File: src/rtl/lat_pkg.sv
package lat_pkg;

    // Controller states: nothing pending / windows pending
    typedef enum logic {
        ST_IDLE = 1'b0,
        ST_BUSY = 1'b1
    } sched_state_t;

    // Control part of one reserved data-bus cycle
    typedef struct packed {
        logic valid;   // cycle is reserved
        logic first;   // first of the two burst cycles
        logic wr;      // 1 = write data, 0 = read data
    } slot_ctl_t;

endpackage

File: src/rtl/lat_cfg.sv
module lat_cfg #(
    parameter int CFG_W  = 3,
    parameter int CL_MIN = 3,
    parameter int CL_MAX = 5,
    parameter int AL_MAX = 4,
    parameter int LAT_W  = 4
) (
    input  logic             clk,
    input  logic             rst,
    input  logic             live,      // idle: take inputs directly
    input  logic [CFG_W-1:0] cfg_cl,
    input  logic [CFG_W-1:0] cfg_al,
    output logic [LAT_W-1:0] rd_lat,
    output logic [LAT_W-1:0] wr_lat
);
    logic [LAT_W-1:0] cl_c, al_c, sum_c, sum_q;

    always_comb begin
        if (int'(cfg_cl) < CL_MIN)      cl_c = LAT_W'(CL_MIN);
        else if (int'(cfg_cl) > CL_MAX) cl_c = LAT_W'(CL_MAX);
        else                            cl_c = LAT_W'(cfg_cl);
        if (int'(cfg_al) > AL_MAX)      al_c = LAT_W'(AL_MAX);
        else                            al_c = LAT_W'(cfg_al);
        sum_c = cl_c + al_c;
    end

    always_ff @(posedge clk) begin
        if (rst)       sum_q <= LAT_W'(CL_MIN);
        else if (live) sum_q <= sum_c;
    end

    assign rd_lat = live ? sum_c : sum_q;
    assign wr_lat = rd_lat - LAT_W'(1);

    // Settings stay frozen across consecutive busy cycles
    assert_cfg_frozen_R8: assert property (@(posedge clk) disable iff (rst)
        (!live && $past(!live)) |-> $stable(rd_lat));

    // Effective read latency never leaves the clamped range
    assert_cfg_range_R9: assert property (@(posedge clk) disable iff (rst)
        (int'(rd_lat) >= CL_MIN) && (int'(rd_lat) <= CL_MAX + AL_MAX));

endmodule

File: src/rtl/lat_pipe.sv
module lat_pipe
    import lat_pkg::*;
#(
    parameter int DEPTH = 11,
    parameter int TAG_W = 4,
    parameter int LAT_W = 4
) (
    input  logic             clk,
    input  logic             rst,
    input  logic             cmd_valid,
    input  logic             cmd_wr,
    input  logic [TAG_W-1:0] cmd_tag,
    input  logic [LAT_W-1:0] lat,
    output logic             accept,
    output logic             conflict,
    output slot_ctl_t        head_ctl,
    output logic [TAG_W-1:0] head_tag,
    output logic             pending_next
);
    slot_ctl_t        ctl_q [DEPTH];
    slot_ctl_t        ctl_d [DEPTH];
    logic [TAG_W-1:0] tag_q [DEPTH];
    logic [TAG_W-1:0] tag_d [DEPTH];
    logic [DEPTH-1:0] occ;
    logic [DEPTH:0]   span;

    always_comb begin
        for (int i = 0; i < DEPTH; i++) occ[i] = ctl_q[i].valid;
    end

    // The two cycles the new burst would use, relative to now
    assign span     = (DEPTH+1)'(3) << lat;
    assign conflict = !rst && cmd_valid && |(span[DEPTH-1:0] & occ);
    assign accept   = !rst && cmd_valid && !conflict;
    assign pending_next = accept || |occ[DEPTH-1:1];

    for (genvar i = 0; i < DEPTH; i++) begin : g_slot
        slot_ctl_t        sh_ctl;
        logic [TAG_W-1:0] sh_tag;
        if (i < DEPTH-1) begin : g_mid
            assign sh_ctl = ctl_q[i+1];
            assign sh_tag = tag_q[i+1];
        end else begin : g_end
            assign sh_ctl = '0;
            assign sh_tag = '0;
        end
        always_comb begin
            ctl_d[i] = sh_ctl;
            tag_d[i] = sh_tag;
            if (accept && lat == LAT_W'(i + 1)) begin
                ctl_d[i] = '{valid: 1'b1, first: 1'b1, wr: cmd_wr};
                tag_d[i] = cmd_tag;
            end else if (accept && lat == LAT_W'(i)) begin
                ctl_d[i] = '{valid: 1'b1, first: 1'b0, wr: cmd_wr};
                tag_d[i] = cmd_tag;
            end
        end
        always_ff @(posedge clk) begin
            if (rst) begin
                ctl_q[i] <= '0;
                tag_q[i] <= '0;
            end else begin
                ctl_q[i] <= ctl_d[i];
                tag_q[i] <= tag_d[i];
            end
        end
    end

    assign head_ctl = ctl_q[0];
    assign head_tag = tag_q[0];

    // A refusal only ever answers an offered command
    assert_conflict_needs_cmd_R7: assert property (@(posedge clk) disable iff (rst)
        conflict |-> cmd_valid);

    // A burst's first cycle is always followed by its second
    assert_two_beat_R5: assert property (@(posedge clk) disable iff (rst)
        (head_ctl.valid && head_ctl.first) |=>
            (head_ctl.valid && !head_ctl.first && $stable(head_ctl.wr) && $stable(head_tag)));

endmodule

File: src/rtl/lat_sched.sv
module lat_sched
    import lat_pkg::*;
#(
    parameter int TAG_W  = 4,
    parameter int CFG_W  = 3,
    parameter int CL_MIN = 3,
    parameter int CL_MAX = 5,
    parameter int AL_MAX = 4
) (
    input  logic             clk,
    input  logic             rst,
    input  logic             cmd_valid,
    input  logic             cmd_wr,
    input  logic [TAG_W-1:0] cmd_tag,
    input  logic [CFG_W-1:0] cfg_cl,
    input  logic [CFG_W-1:0] cfg_al,
    output logic             conflict,
    output logic             rd_win,
    output logic             wr_win,
    output logic [TAG_W-1:0] win_tag
);
    localparam int RL_MAX = CL_MAX + AL_MAX;
    localparam int DEPTH  = RL_MAX + 2;
    localparam int LAT_W  = $clog2(DEPTH + 1);

    sched_state_t     state_q, state_d;
    logic             cfg_live, accept, pending_next;
    logic [LAT_W-1:0] rd_lat, wr_lat, cmd_lat;
    slot_ctl_t        head_ctl;
    logic [TAG_W-1:0] head_tag;

    lat_cfg #(
        .CFG_W(CFG_W), .CL_MIN(CL_MIN), .CL_MAX(CL_MAX),
        .AL_MAX(AL_MAX), .LAT_W(LAT_W)
    ) cfg_i (
        .clk(clk), .rst(rst), .live(cfg_live),
        .cfg_cl(cfg_cl), .cfg_al(cfg_al),
        .rd_lat(rd_lat), .wr_lat(wr_lat)
    );

    assign cmd_lat = cmd_wr ? wr_lat : rd_lat;

    lat_pipe #(.DEPTH(DEPTH), .TAG_W(TAG_W), .LAT_W(LAT_W)) pipe_i (
        .clk(clk), .rst(rst),
        .cmd_valid(cmd_valid), .cmd_wr(cmd_wr), .cmd_tag(cmd_tag),
        .lat(cmd_lat), .accept(accept), .conflict(conflict),
        .head_ctl(head_ctl), .head_tag(head_tag),
        .pending_next(pending_next)
    );

    // State register
    always_ff @(posedge clk) begin
        if (rst) state_q <= ST_IDLE;
        else     state_q <= state_d;
    end

    // Next state
    always_comb begin
        state_d = state_q;
        unique case (state_q)
            ST_IDLE: if (accept)        state_d = ST_BUSY;
            ST_BUSY: if (!pending_next) state_d = ST_IDLE;
            default:                    state_d = ST_IDLE;
        endcase
    end

    // Outputs
    always_comb begin
        cfg_live = (state_q == ST_IDLE);
        rd_win   = head_ctl.valid && !head_ctl.wr;
        wr_win   = head_ctl.valid &&  head_ctl.wr;
        win_tag  = head_ctl.valid ? head_tag : '0;
    end

    // No data cycle is ever driven while the controller is idle
    assert_idle_quiet_R1: assert property (@(posedge clk) disable iff (rst)
        (state_q == ST_IDLE) |-> (!rd_win && !wr_win));

endmodule

File: config.mk
export PLATFORM = sky130hd
export DESIGN_NAME = lat_sched
export DESIGN_NICKNAME = d
export VERILOG_FILES = /design/src/rtl/lat_pkg.sv /design/src/rtl/lat_cfg.sv /design/src/rtl/lat_pipe.sv /design/src/rtl/lat_sched.sv
export SDC_FILE = /design/constraint.sdc
export NUM_CORES = 1
export LEC_CHECK = 0
export BUFFER_PORTS_ARGS = -buffer_cell sky130_fd_sc_hd__buf_2
export CORE_UTILIZATION = 50
export CTS_BUF_LIST = sky130_fd_sc_hd__clkbuf_8
export CTS_CLUSTER_SIZE = 10
export DETAILED_ROUTE_END_ITERATION = 7
export PLACE_DENSITY = 0.7
export SYNTH_ARGS = -nofsm -noshare
export SYNTH_HDL_FRONTEND = slang
export SYNTH_SLANG_ARGS = --single-unit
File: constraint.sdc
create_clock -name clk -period 5.32 [get_ports clk]
set_clock_uncertainty 0.15 [all_clocks]
set_input_delay 1.064 -clock clk [delete_from_list [all_inputs] [get_ports clk]]
set_output_delay 1.064 -clock clk [all_outputs]
set_load 0.005 [all_outputs]
==> impl_metrics.py, run 1 <==
metrics = {
    "run_status": {
        "status": "complete, but fails checks",
        "failed_checks": "setup timing",
    },
    "routing": {
        "met3_length_um": 300,
        "drtAntennaViolNets": 0,
        "wire_per_inst_um": 15.4,
        "first_iter_violations": 80,
        "wl_met1_mm": 3.26,
        "viasPerCell": 5.32,
        "drtPass1Iterations": 4,
        "met2_length_mm": 3.30,
        "drt-total-wl_mm": 6.97,
        "drc": 0,
        "dr.max_layer_used": "met4",
        "vias": 2410,
    },
    "finish": {
        "final_area_um2": 3820,
        "fin_nets": 396,
        "diodes": 0,
        "layout_common_cells": "dfxtp_1 (71), nor2_1 (58), mux2i_1 (39)",
        "drive_gt1_share_pct": 29.1,
        "stdcell_count": 453,
        "area_growth_pct": 20.2,
        "final_common_cell": "dfxtp_1",
    },
    "power_and_ir_drop": {
        "peakVddDrop_uv": 381,
        "p_leak_nw": 1.55,
        "p_clk_share_pct": 30.5,
        "combPwrFrac_pct": 28.9,
        "seq_power_share_pct": 40.6,
        "p_per_area_nw_per_um2": 377,
        "internal-power_w": 0.000987,
        "switching_share_pct": 31.5,
        "p_sw_w": 0.000454,
    },
    "clock_tree": {
        "clock_sinks": 71,
        "cts_buffers": 9,
        "clk_latency_ns": 0.34,
        "root_buffer": "clkbuf_8",
        "cts_tree": "built",
        "clkTransAtPathRegs_ns": 0.08,
        "clockBufferDepth": 2,
        "htree_levels": 3,
    },
    "critical_path": {
        "cp_max_fo": 3,
        "crit_path_top_delay_cell": "fa_1",
        "crit_type": "in -> out",
        "critPathCaptureType": "primary output",
        "cp-start-kind": "primary input",
        "critPathRequiredTime_ns": 4.11,
        "critical_path_arrival_ns": 4.17,
        "cp_cell_sequence": "buf_6 -> or3_1 -> ha_2 -> fa_1 -> mux2_4 -> inv_4 -> ha_4 -> a21oi_4 -> inv_2 -> ha_4 -> nand2_2 -> o2111ai_2 -> a21oi_2 -> nand3b_1 -> o2bb2ai_1 -> a22o_1 -> nor2b_1 -> buf_2",
        "crit_top_cell": "ha_4",
        "slowest_delay_ns": 0.46,
    },
    "floorplanning": {
        "core_um2": 6030,
        "initial_core_util_pct": 52.8,
        "die_area_um2": 6690,
        "die_y_um": 81.8,
        "die-width_um": 81.8,
        "ioPinCount": 21,
        "rows": 28,
    },
    "placed_design": {
        "port_buffers": 20,
        "gp_congestion": 0.900,
        "dp.cells": 430,
        "placed_cell_area_um2": 3500,
        "dp_hpwl_mm": 4.80,
    },
    "sta": {
        "rsz0062_at_grt": "yes",
        "min_period_over_period_pct": 101,
        "whs_ns": 0.310,
        "min_period_ns": 5.38,
        "slew_headroom_pct": 54.3,
        "fmax_ghz": 0.186,
        "setup_viol": 1,
        "worst_pin_slew_ns": 0.683,
        "drv_slew": 0,
        "worst_slack_ns": -0.0615,
        "hold_viol": 0,
    },
    "yosys": {
        "synth_seq_area_share_pct": 44.7,
        "avgSynthCellArea_um2": 9.82,
        "synth_warnings": 0,
        "async_flop_share_pct": 0,
        "postSynthCellCount": 324,
        "syn_nets": 347,
        "synth_cell_type_count": 51,
        "synthFlopType": "dfxtp_1",
        "synth_edf_count": 0,
        "post_synth_instance_area_um2": 3180,
        "synth-seq-cells": 71,
    },
    "global_route": {
        "grt_antenna_before_repair": 0,
        "grtUsageTotal_pct": 22.9,
        "grt_pass1_vias": 2311,
        "gr-total-overflow": 0,
        "grt_max_degree": 48,
        "grt_pass1_wl_mm": 11.1,
    },
    "min_path": {
        "hold_class": "reg -> reg",
    },
    "flow_run": {
        "cap_violations": 0,
    },
}
-- registers in the layout (all words and copies together) (netlist names) --
name / count
pipe_i.ctl_q: 22
state_q: 1
pipe_i.tag_q: 44
cfg_i.sum_q: 4
-- critical path, delay by kind of cell --
kind                       cells  cell delay, ns
and+or+nand+nor                4            0.67
AOI/OAI and AO/OA              5            0.73
buffers and inverters          4            0.36
muxes                          1            0.31
adders and majority gates      4            1.01
-- metal layers --
layer | track usage, % | vias to the layer above
met5 | 0 | -
met4 | 8.25 | 0
met3 | 6.33 | 12
met2 | 37.2 | 51
met1 | 29.0 | 1130
li1 | - | 1217
-- logic make-up after synthesis --
kind of cell             share of synthesized area (%)
buffers and inverters                             4.48
flip-flops                                        44.7
multiplexers                                      13.8
adder cells (fa/ha/maj)                           3.78
AND/OR/NAND/NOR                                   22.1
XOR/XNOR                                          2.08
AO/OA/AOI/OAI                                     9.12
-- layout make-up --
cell class,instances,area (um^2)
Clock buffer,10,138
Clock inverter,6,67.6
Fill cell,498,2200
Inverter,17,66.3
Multi-Input combinational cell,220,1680
Sequential cell,71,1420
Tap cell,75,93.8
Timing Repair Buffer,54,362
-- cell usage after synthesis, types with 8 or more instances --
master,instances,share of area (%)
nand2_1,12,1.4
ha_1,8,3.1
clkbuf_1,12,1.4
inv_1,16,1.9
nand3_1,8,1.3
mux2i_1,39,12
o21ai_0,8,1.3
nor2_1,59,7.0
dfxtp_1,71,45
-- per-stage QoR --
step | setup WS (ns) | total power (W) | TNS (ns) | util, %
after floorplan | 0.0177 | 0.000828 | 0 | -
after global placement | -0.134 | 0.000956 | -0.134 | 58.1
after detailed placement | -0.258 | 0.000963 | -0.258 | 58.1
after CTS | -0.0539 | 0.00144 | -0.0539 | 63.2
after global routing | -0.180 | 0.00151 | -0.180 | 63.5
final | -0.0615 | 0.00144 | -0.0615 | 63.5
-- power groups by stage --
stage | registers, W | clock network [W] | logic [W]
6_report | 0.000585 | 0.000440 | 0.000417
5_1_grt | 0.000588 | 0.000470 | 0.000451
4_1_cts | 0.000584 | 0.000450 | 0.000405
3_5_place_dp | 0.000596 | 0 | 0.000366
3_3_place_gp | 0.000595 | 0 | 0.000361
2_1_floorplan | 0.000586 | 0 | 0.000242
-- final timing paths --
kind                         to                from  cells past startpoint  slack, ns
min reg2reg  pipe_i.tag_q[0][6]  pipe_i.tag_q[1][2]                      2       0.31
min          pipe_i.tag_q[0][6]  pipe_i.tag_q[1][2]                      2       0.31
max reg2reg  pipe_i.ctl_q[4][3]             state_q                     11       1.72
max                    conflict           cfg_cl[1]                     18      -0.06
-- repair_timing --
action                     CTS  global route
resized for setup           13             0
hold buffers                 0             0
pin swaps                    8             3
hold endpoints to repair     0             0
buffers inserted             5             2
setup endpoints to repair    1             1
Power figures use the tool's default switching activity.
==> run 2: changes to the inputs <==
--- a/constraint.sdc
+++ b/constraint.sdc
@@ -3,3 +3,3 @@
 set_input_delay 1.064 -clock clk [delete_from_list [all_inputs] [get_ports clk]]
 set_output_delay 1.064 -clock clk [all_outputs]
-set_load 0.005 [all_outputs]
+set_load 0.02 [all_outputs]
==> run 2 against run 1 <==
The flow still finishes with violations (setup timing). Clock power shrank 14%. Sequential cell count is the same. Maximum frequency shrank 0.23%. Largest cell class unchanged. Largest power group unchanged.
==> impl_metrics.py, run 2 (synthesized netlist as in run 1, its figures left out) <==
metrics = {
    "placed_design": {
        "dp.cells": 430,
        "gp_congestion": 0.888,
        "port_buffers": 20,
        "dp_hpwl_mm": 4.91,
    },
    "critical_path": {
        "critical_path_arrival_ns": 4.18,
        "cp-start-kind": "primary input",
        "crit_start": "cfg_cl[1]",
        "crit_type": "in -> out",
        "cp_cell_sequence": "buf_6 -> or3_4 -> ha_4 -> fa_1 -> mux2_4 -> inv_4 -> ha_4 -> a21oi_4 -> inv_2 -> ha_4 -> nand2_2 -> o2111ai_2 -> a21oi_2 -> nand3b_1 -> o2bb2ai_2 -> a22o_1 -> nor2b_4 -> buf_6",
        "critPathCaptureType": "primary output",
        "crit_family": "adder cells",
        "crit_top_cell": "ha_4",
        "r2r_start": "state_q",
        "slowest_delay_ns": 0.46,
        "cp_max_fo": 3,
        "critPathRequiredTime_ns": 4.11,
        "crit_path_top_delay_cell": "fa_1",
        "path_buf_inv": 4,
    },
    "global_route": {
        "grt_pass1_vias": 2489,
        "grt_max_degree": 48,
        "grt_pass1_wl_mm": 11.9,
        "grt_antenna_before_repair": 0,
        "gr-total-overflow": 0,
        "grtUsageTotal_pct": 24.3,
    },
    "flow_run": {
        "cap_violations": 0,
    },
    "sta": {
        "hold_viol": 0,
        "whs_ns": 0.310,
        "setup_viol": 1,
        "min_period_over_period_pct": 101,
        "slew_headroom_pct": 60.2,
        "worst_pin_slew_ns": 0.597,
        "worst_slack_ns": -0.0739,
        "min_period_ns": 5.39,
        "fmax_ghz": 0.185,
        "rsz0062_at_grt": "yes",
        "drv_slew": 0,
    },
    "power_and_ir_drop": {
        "combPwrFrac_pct": 32.4,
        "p_sw_w": 0.000473,
        "p_leak_nw": 1.57,
        "p_clk_share_pct": 26.5,
        "internal-power_w": 0.000950,
        "seq_power_share_pct": 41.1,
        "peakVddDrop_uv": 336,
        "p_per_area_nw_per_um2": 362,
        "switching_share_pct": 33.2,
    },
    "routing": {
        "drt-total-wl_mm": 7.20,
        "first_iter_violations": 93,
        "met3_length_um": 264,
        "vias": 2470,
        "drc": 0,
        "met2_length_mm": 3.56,
        "wire_per_inst_um": 15.6,
        "wl_met1_mm": 3.25,
        "drtAntennaViolNets": 0,
        "viasPerCell": 5.37,
        "dr.max_layer_used": "met4",
        "drtPass1Iterations": 6,
    },
    "floorplanning": {
        "die_area_um2": 6690,
        "die_y_um": 81.8,
        "die-width_um": 81.8,
        "core_um2": 6030,
        "ioPinCount": 21,
        "initial_core_util_pct": 52.8,
        "rows": 28,
    },
    "clock_tree": {
        "root_buffer": "clkbuf_8",
        "clockBufferDepth": 2,
        "cts_tree": "built",
        "clock_sinks": 71,
        "clkTransAtPathRegs_ns": 0.08,
        "clk_latency_ns": 0.35,
        "cts_buffers": 9,
        "htree_levels": 3,
    },
    "finish": {
        "fin_nets": 403,
        "layout_common_cells": "dfxtp_1 (71), nor2_1 (58), mux2i_1 (39), buf_4 (39), buf_2 (17)",
        "reg.largest.list": "pipe_i.tag_q x44, pipe_i.ctl_q x22, cfg_i.sum_q x4",
        "stdcell_count": 460,
        "drive_gt1_share_pct": 31.9,
        "largest-register": "pipe_i.tag_q",
        "area_growth_pct": 23.6,
        "final_common_cell": "dfxtp_1",
        "diodes": 0,
        "largest_register_ffs": 44,
    },
    "run_status": {
        "failed_checks": "setup timing",
        "status": "complete, but fails checks",
    },
    "min_path": {
        "hold_class": "reg -> reg",
        "hp-start": "pipe_i.tag_q[4][7]",
    },
}
## run 2: final timing paths
kind | end | slack, ns | cells past startpoint
setup / recovery | conflict | -0.07 | 18
setup reg to reg | pipe_i.tag_q[0][5] | 1.13 | 21
hold reg to reg | pipe_i.tag_q[4][3] | 0.31 | 2
hold / removal | pipe_i.tag_q[4][3] | 0.31 | 2
## run 2: timing repair
item,4_1_cts,5_1_grt
pin swaps,7,9
setup endpoints to repair,1,25
setup buffers,14,2
resized for setup,18,6
hold buffers,0,0
## run 2: worst register-to-register path: cells and delay by family (launching register included)
family          cells  cell delay, ns
buf+inv            12            1.57
mux                 2            0.68
flops               1            0.57
fa+ha+maj           1            0.34
compound gates      2            0.27
xor+xnor            1            0.25
simple gates        3            0.23
## run 2: power by group through the flow
stage,Clock (W),Combinational [W],Sequential (W)
2_1_floorplan,0,0.000246,0.000586
3_3_place_gp,0,0.000369,0.000595
3_5_place_dp,0,0.000375,0.000596
4_1_cts,0.000387,0.000439,0.000584
5_1_grt,0.000407,0.000495,0.000588
6_report,0.000378,0.000460,0.000585
## run 2: routing by layer
| layer | GRT usage [%] | vias up |
|---|---|---|
| met3 | 7.11 | 12 |
| met2 | 40.2 | 48 |
| met4 | 9.30 | 0 |
| li1 | - | 1230 |
| met5 | 0 | - |
| met1 | 29.5 | 1180 |
## run 2: final cells by class
| class | count | area [um^2] |
|---|---|---|
| inverters | 17 | 66.3 |
| well taps | 75 | 93.8 |
| fillers | 484 | 2090 |
| clock buffers | 9 | 124 |
| clock inverters | 7 | 48.8 |
| flip-flops and latches | 71 | 1420 |
| repair buffers | 61 | 452 |
| multi-input cells | 220 | 1730 |
## run 2: metrics by stage
| step | power, W | util [%] | worst slack, ns | cell area [um^2] | setup TNS [ns] |
|---|---|---|---|---|---|
| CTS | 0.00141 | 64.5 | -0.104 | 3880 | -0.110 |
| detailed placement | 0.000972 | 58.2 | -0.328 | 3510 | -0.328 |
| global route | 0.00149 | 65.3 | -0.193 | 3930 | -0.198 |
| floorplan | 0.000832 | - | 0.00214 | 3190 | 0 |
| finish | 0.00142 | 65.3 | -0.0739 | 3930 | -0.0739 |
| global placement | 0.000964 | 58.2 | -0.169 | 3510 | -0.169 |
